### config.mk
export PLATFORM = sky130hd
export DESIGN_NAME = pat_search
export DESIGN_NICKNAME = d
export VERILOG_FILES = /design/src/rtl/psc_pkg.sv /design/src/rtl/psc_lane_cmp.sv /design/src/rtl/psc_decide.sv /design/src/rtl/psc_flags.sv /design/src/rtl/pat_search.sv
export SDC_FILE = /design/constraint.sdc
export NUM_CORES = 1
export LEC_CHECK = 0
export ABC_AREA = 1
export BUFFER_PORTS_ARGS = -buffer_cell sky130_fd_sc_hd__buf_4
export CAP_MARGIN = 20
export CORE_MARGIN = 8
export CORE_UTILIZATION = 38
export CTS_CLUSTER_DIAMETER = 100
export DETAILED_ROUTE_END_ITERATION = 16
export GPL_TIMING_DRIVEN = 0
export PLACE_DENSITY_LB_ADDON = 0.25
export SYNTH_ARGS = -nofsm -noshare
export SYNTH_HDL_FRONTEND = slang
export SYNTH_SLANG_ARGS = --single-unit
### constraint.sdc
create_clock -name clk_i -period 1.2 [get_ports clk_i]
set_input_delay 0.06 -clock clk_i [delete_from_list [all_inputs] [get_ports clk_i]]
set_output_delay 0.06 -clock clk_i [all_outputs]
set_load 0.01 [all_outputs]
### src/rtl/psc_pkg.sv
`timescale 1ns/1ps
package psc_pkg;
  localparam int unsigned WORD_W = 16;
  localparam int unsigned LANE_W = 8;

  typedef struct packed {
    logic hi;
    logic lo;
    logic cnt;
  } psc_flags_t;
endpackage

### src/rtl/psc_lane_cmp.sv
`timescale 1ns/1ps
module psc_lane_cmp #(
  parameter int unsigned W = 8
) (
  input  logic [W-1:0] data_i,
  input  logic [W-1:0] pattern_i,
  input  logic [W-1:0] mask_i,
  output logic         hit_o
);
  logic [W-1:0] diff;

  // mask bit set -> bit excluded
  assign diff  = (data_i ^ pattern_i) & ~mask_i;
  assign hit_o = ~|diff;
endmodule

### src/rtl/psc_decide.sv
`timescale 1ns/1ps
module psc_decide #(
  parameter int unsigned LANES = 2
) (
  input  logic             qual_i,
  input  logic             byte_mode_i,
  input  logic             stop_on_match_i,
  input  logic [LANES-1:0] lane_hit_i,
  output logic             term_o
);
  logic decision;

  always_comb begin
    if (byte_mode_i) decision = lane_hit_i[0];
    else             decision = &lane_hit_i;
  end

  assign term_o = qual_i & (stop_on_match_i ? decision : ~decision);
endmodule

### src/rtl/psc_flags.sv
`timescale 1ns/1ps
module psc_flags
  import psc_pkg::*;
(
  input  logic       clk_i,
  input  logic       rst_ni,
  input  logic       start_i,
  input  logic       qual_i,
  input  logic       byte_mode_i,
  input  logic       hit_hi_i,
  input  logic       hit_lo_i,
  input  logic       term_i,
  output psc_flags_t flags_o
);
  psc_flags_t q, d;

  always_comb begin
    d = q;
    if (start_i) begin
      d = '0;
    end else begin
      if (qual_i && !byte_mode_i && hit_hi_i) d.hi  = 1'b1;
      if (qual_i && hit_lo_i)                 d.lo  = 1'b1;
      if (term_i)                             d.cnt = 1'b1;
    end
  end

  always_ff @(posedge clk_i or negedge rst_ni) begin
    if (!rst_ni) q <= '0;
    else         q <= d;
  end

  assign flags_o = q;
endmodule

### src/rtl/pat_search.sv
`timescale 1ns/1ps
module pat_search
  import psc_pkg::*;
#(
  parameter int unsigned DATA_W = WORD_W,
  parameter int unsigned BYTE_W = LANE_W
) (
  input  logic              clk_i,
  input  logic              rst_ni,
  input  logic              start_i,
  input  logic              strobe_i,
  input  logic              search_en_i,
  input  logic              byte_mode_i,
  input  logic              stop_on_match_i,
  input  logic [DATA_W-1:0] data_i,
  input  logic [DATA_W-1:0] pattern_i,
  input  logic [DATA_W-1:0] mask_i,
  output logic              term_o,
  output logic              match_hi_o,
  output logic              match_lo_o,
  output logic              match_cnt_o
);
  localparam int unsigned LANES = DATA_W / BYTE_W;

  logic [LANES-1:0] lane_hit;
  logic             qual;
  logic             term;
  psc_flags_t       flags;

  // a start cycle discards any strobe
  assign qual = strobe_i & search_en_i & ~start_i;

  for (genvar g = 0; g < LANES; g++) begin : g_lane
    psc_lane_cmp #(.W(BYTE_W)) u_cmp (
      .data_i    (data_i   [g*BYTE_W +: BYTE_W]),
      .pattern_i (pattern_i[g*BYTE_W +: BYTE_W]),
      .mask_i    (mask_i   [g*BYTE_W +: BYTE_W]),
      .hit_o     (lane_hit[g])
    );
  end

  psc_decide #(.LANES(LANES)) u_decide (
    .qual_i          (qual),
    .byte_mode_i     (byte_mode_i),
    .stop_on_match_i (stop_on_match_i),
    .lane_hit_i      (lane_hit),
    .term_o          (term)
  );

  psc_flags u_flags (
    .clk_i       (clk_i),
    .rst_ni      (rst_ni),
    .start_i     (start_i),
    .qual_i      (qual),
    .byte_mode_i (byte_mode_i),
    .hit_hi_i    (lane_hit[LANES-1]),
    .hit_lo_i    (lane_hit[0]),
    .term_i      (term),
    .flags_o     (flags)
  );

  assign term_o      = term;
  assign match_hi_o  = flags.hi;
  assign match_lo_o  = flags.lo;
  assign match_cnt_o = flags.cnt;
endmodule

==> impl_metrics.ini <==
[final_layout]
synthToLayoutAreaGrowth_pct = 87.7
largest_register_ffs = 3
nets = 242
n_antenna_cell = 0
final_util_pct = 75.4
fin_area_um2 = 1120
fillCellCount = 130
layout.cells.non_filler = 202
layout-drive-gt1-share_pct = 41.9

[cts]
clock-sinks = 3
cts_tree = built
root_buffer = clkbuf_4
clockBufferDepth = 2
numCtsBuffers = 3
cts_setup_buffers = 0
clkTransAtPathRegs_ns = 0.04
cts_max_level = 1
worstSkewPairLatency_ns = 0.24

[timing]
setup_tns_ns = 0
rsz0062_at_grt = true
relSlewSlack_pct = 88.4
fmax_ghz = 0.918
min_period_ns = 1.09
maxSlewViolCount = 0
hold_violations = 0
setup_violations = 0
fin_crit_sh_pct = 90.8
worst_pin_slew_ns = 0.173
fin_worst_skew_ns = 0

[setup_path]
cp.buffers_inverters = 4
slowest_delay_ns = 0.12
critPathTopFamily = simple AND/OR/NAND/NOR gates
worstSetupEndpointType = output port
endpoint = term_o
cp_slowest_cell = nor2_1
timing.rr.end = u_flags.flags_o[1]$_DFFE_PN0P_
r2r_cells = 1
critPathRequiredTime_ns = 1.14
worstPathMaxFanout = 2
reg2reg_from = u_flags.flags_o[1]$_DFFE_PN0P_
cp.depth = 13
ff2ff_setup_slack_ns = 0.48
cpMostUsedCell = nand2_1
path_cells = buf_6 -> inv_2 -> nand2_2 -> nand3b_1 -> nand2_1 -> nor2_1 -> nand2_1 -> nand2_1 -> nand2_1 -> nand2_1 -> nand3_2 -> inv_2 -> buf_6
startpoint_type = input port
crit_type = in2out
critPathArrivalTime_ns = 1.03
startpoint = data_i[14]

[route]
drc_errors = 0
routed_wirelength_um = 2170
via_per_inst = 4.48
first_iter_violations = 9
wl_per_cell_um = 10.8
vias = 905
antenna_left = 0
firstDrtPassIters = 4

[synth]
synth_fa_ha_area_share_pct = 0
seq_area_frac_synth_pct = 12.6
yosys.area_share.simple_pct = 55.2
yosys.area_share.xor_xnor_pct = 0
synth_top_family_by_area = simple AND/OR/NAND/NOR gates
synthesis.area_um2 = 598
synth_compound_area_share_pct = 2.72
yosysWarnings = 0
syn-num-nets = 178
yosys.cell_types.count = 13
muxShareOfSynthArea_pct = 0
avgSynthCellArea_um2 = 4.86
syn_inst = 123
ys_seq_elements = 3

[die]
io_pins = 59
die_area_um2 = 3100
rows = 14
die_x_um = 55.7
die_h_um = 55.7
core_um2 = 1490
initial_core_util_pct = 40.2

[power]
ir_drop_mv = 0.230
pwr-share-seq_pct = 18.3
switching_share_pct = 30.3
p_per_area_nw_per_um2 = 521
intPower_uw = 407
switchingPower_uw = 177
combPwrFrac_pct = 50.3
p_leak_nw = 0.764
power_uw = 585
clkPwrFrac_pct = 31.4

[job]
cap_violations = 0

[placed_design]
numPlacedInstances = 197
io_buffers = 58
place_area_um2 = 1050
dp_hpwl_um = 1910
gp_congestion = 0.717

[global_routing]
grt_overflow = 0
track_usage_pct = 13.6
grt_first_pass_wirelength_um = 3570
grt_max_degree = 5
antenna_found_initial = 0
grt_pass1_vias = 935

[worst_hold_path]
hold_class = in2reg

[run_status]
outcome = complete, no violations
layout make-up:
cell class                 count  area, um^2  area share, %
tap                           16        20.0           1.78
multi-input combinational     73         359           32.0
sequential                     3        75.1           6.69
clock buffer                   4        26.3           2.34
timing repair buffer          59         460           41.0
inverter                      47         181           16.2
power groups by stage:
| stage | Combinational [mW] | Sequential, mW | Clock [mW] |
|---|---|---|---|
| after floorplan | 0.109 | 0.109 | 0 |
| after global placement | 0.265 | 0.108 | 0 |
| after detailed placement | 0.279 | 0.108 | 0 |
| after CTS | 0.283 | 0.107 | 0.187 |
| after global routing | 0.331 | 0.107 | 0.191 |
| final | 0.294 | 0.107 | 0.183 |
kinds of logic (layout without fill, tap and decap cells):
family | Yosys count | in the layout
flip-flops | 3 | 3
AND/OR/NAND/NOR | 71 | 71
buffers and inverters | 47 | 110
AO/OA/AOI/OAI | 2 | 2
layer usage:
metal	part of all wire [%]	GRT usage [%]	vias up	wire [um]
met5	0	0	-	0
met4	1.5	5.28	0	32
met3	11	6.62	5	239
met2	53	25.3	43	1160
met1	34	12.1	384	745
li1	-	-	473	-
what timing repair did:
item                       in CTS  in global routing
gates resized for setup         0                 19
hold endpoints to repair        3                  0
hold buffers                    1                  0
setup endpoints to repair       0                  1
cells in the mapped netlist:
cell | instances | share of area (%)
nand3b_1 | 10 | 13
inv_2 | 1 | 0.63
nand2_1 | 48 | 30
nand3_1 | 8 | 6.7
inv_1 | 45 | 28
nor2_1 | 2 | 1.3
nand3_2 | 1 | 1.7
o31ai_1 | 1 | 1.3
nand2_2 | 1 | 1.0
dfrtp_1 | 3 | 13
a22o_1 | 1 | 1.5
nor2_4 | 1 | 1.9
clkinv_1 | 1 | 0.63
per-stage QoR:
stage | setup slack (ns) | hold slack (ns)
2_1_floorplan | 0.418 | -0.236
6_report | 0.110 | 0.000491
3_5_place_dp | 0.110 | -0.148
4_1_cts | 0.116 | 0.000391
5_1_grt | -0.0377 | 0.0120
3_3_place_gp | 0.161 | -0.151
worst min-delay path by stage:
stage,from,end,slack (ns),cells after the start
2_1_floorplan,rst_ni,u_flags.flags_o[0]$_DFFE_PN0P_,-0.24,0
3_3_place_gp,rst_ni,u_flags.flags_o[0]$_DFFE_PN0P_,-0.15,1
3_5_place_dp,rst_ni,u_flags.flags_o[1]$_DFFE_PN0P_,-0.15,1
4_1_cts,byte_mode_i,u_flags.flags_o[2]$_DFFE_PN0P_,0.0004,2
5_1_grt,byte_mode_i,u_flags.flags_o[2]$_DFFE_PN0P_,0.01,2
6_report,byte_mode_i,u_flags.flags_o[2]$_DFFE_PN0P_,0.0005,2
placed cells by master (no fill, tap or decap), types with 2 or more instances in the layout:
master    Yosys  routed
buf_4         0      55
nand2_1      48      45
inv_1        45      36
nand3b_1     10      10
inv_2         1       9
nand3_1       8       7
nand2_2       1       4
clkbuf_4      0       3
dfrtp_1       3       3
nand3_2       1       2
nor2_1        2       2
buf_6         0       2
(Power assumes the default switching activity.)
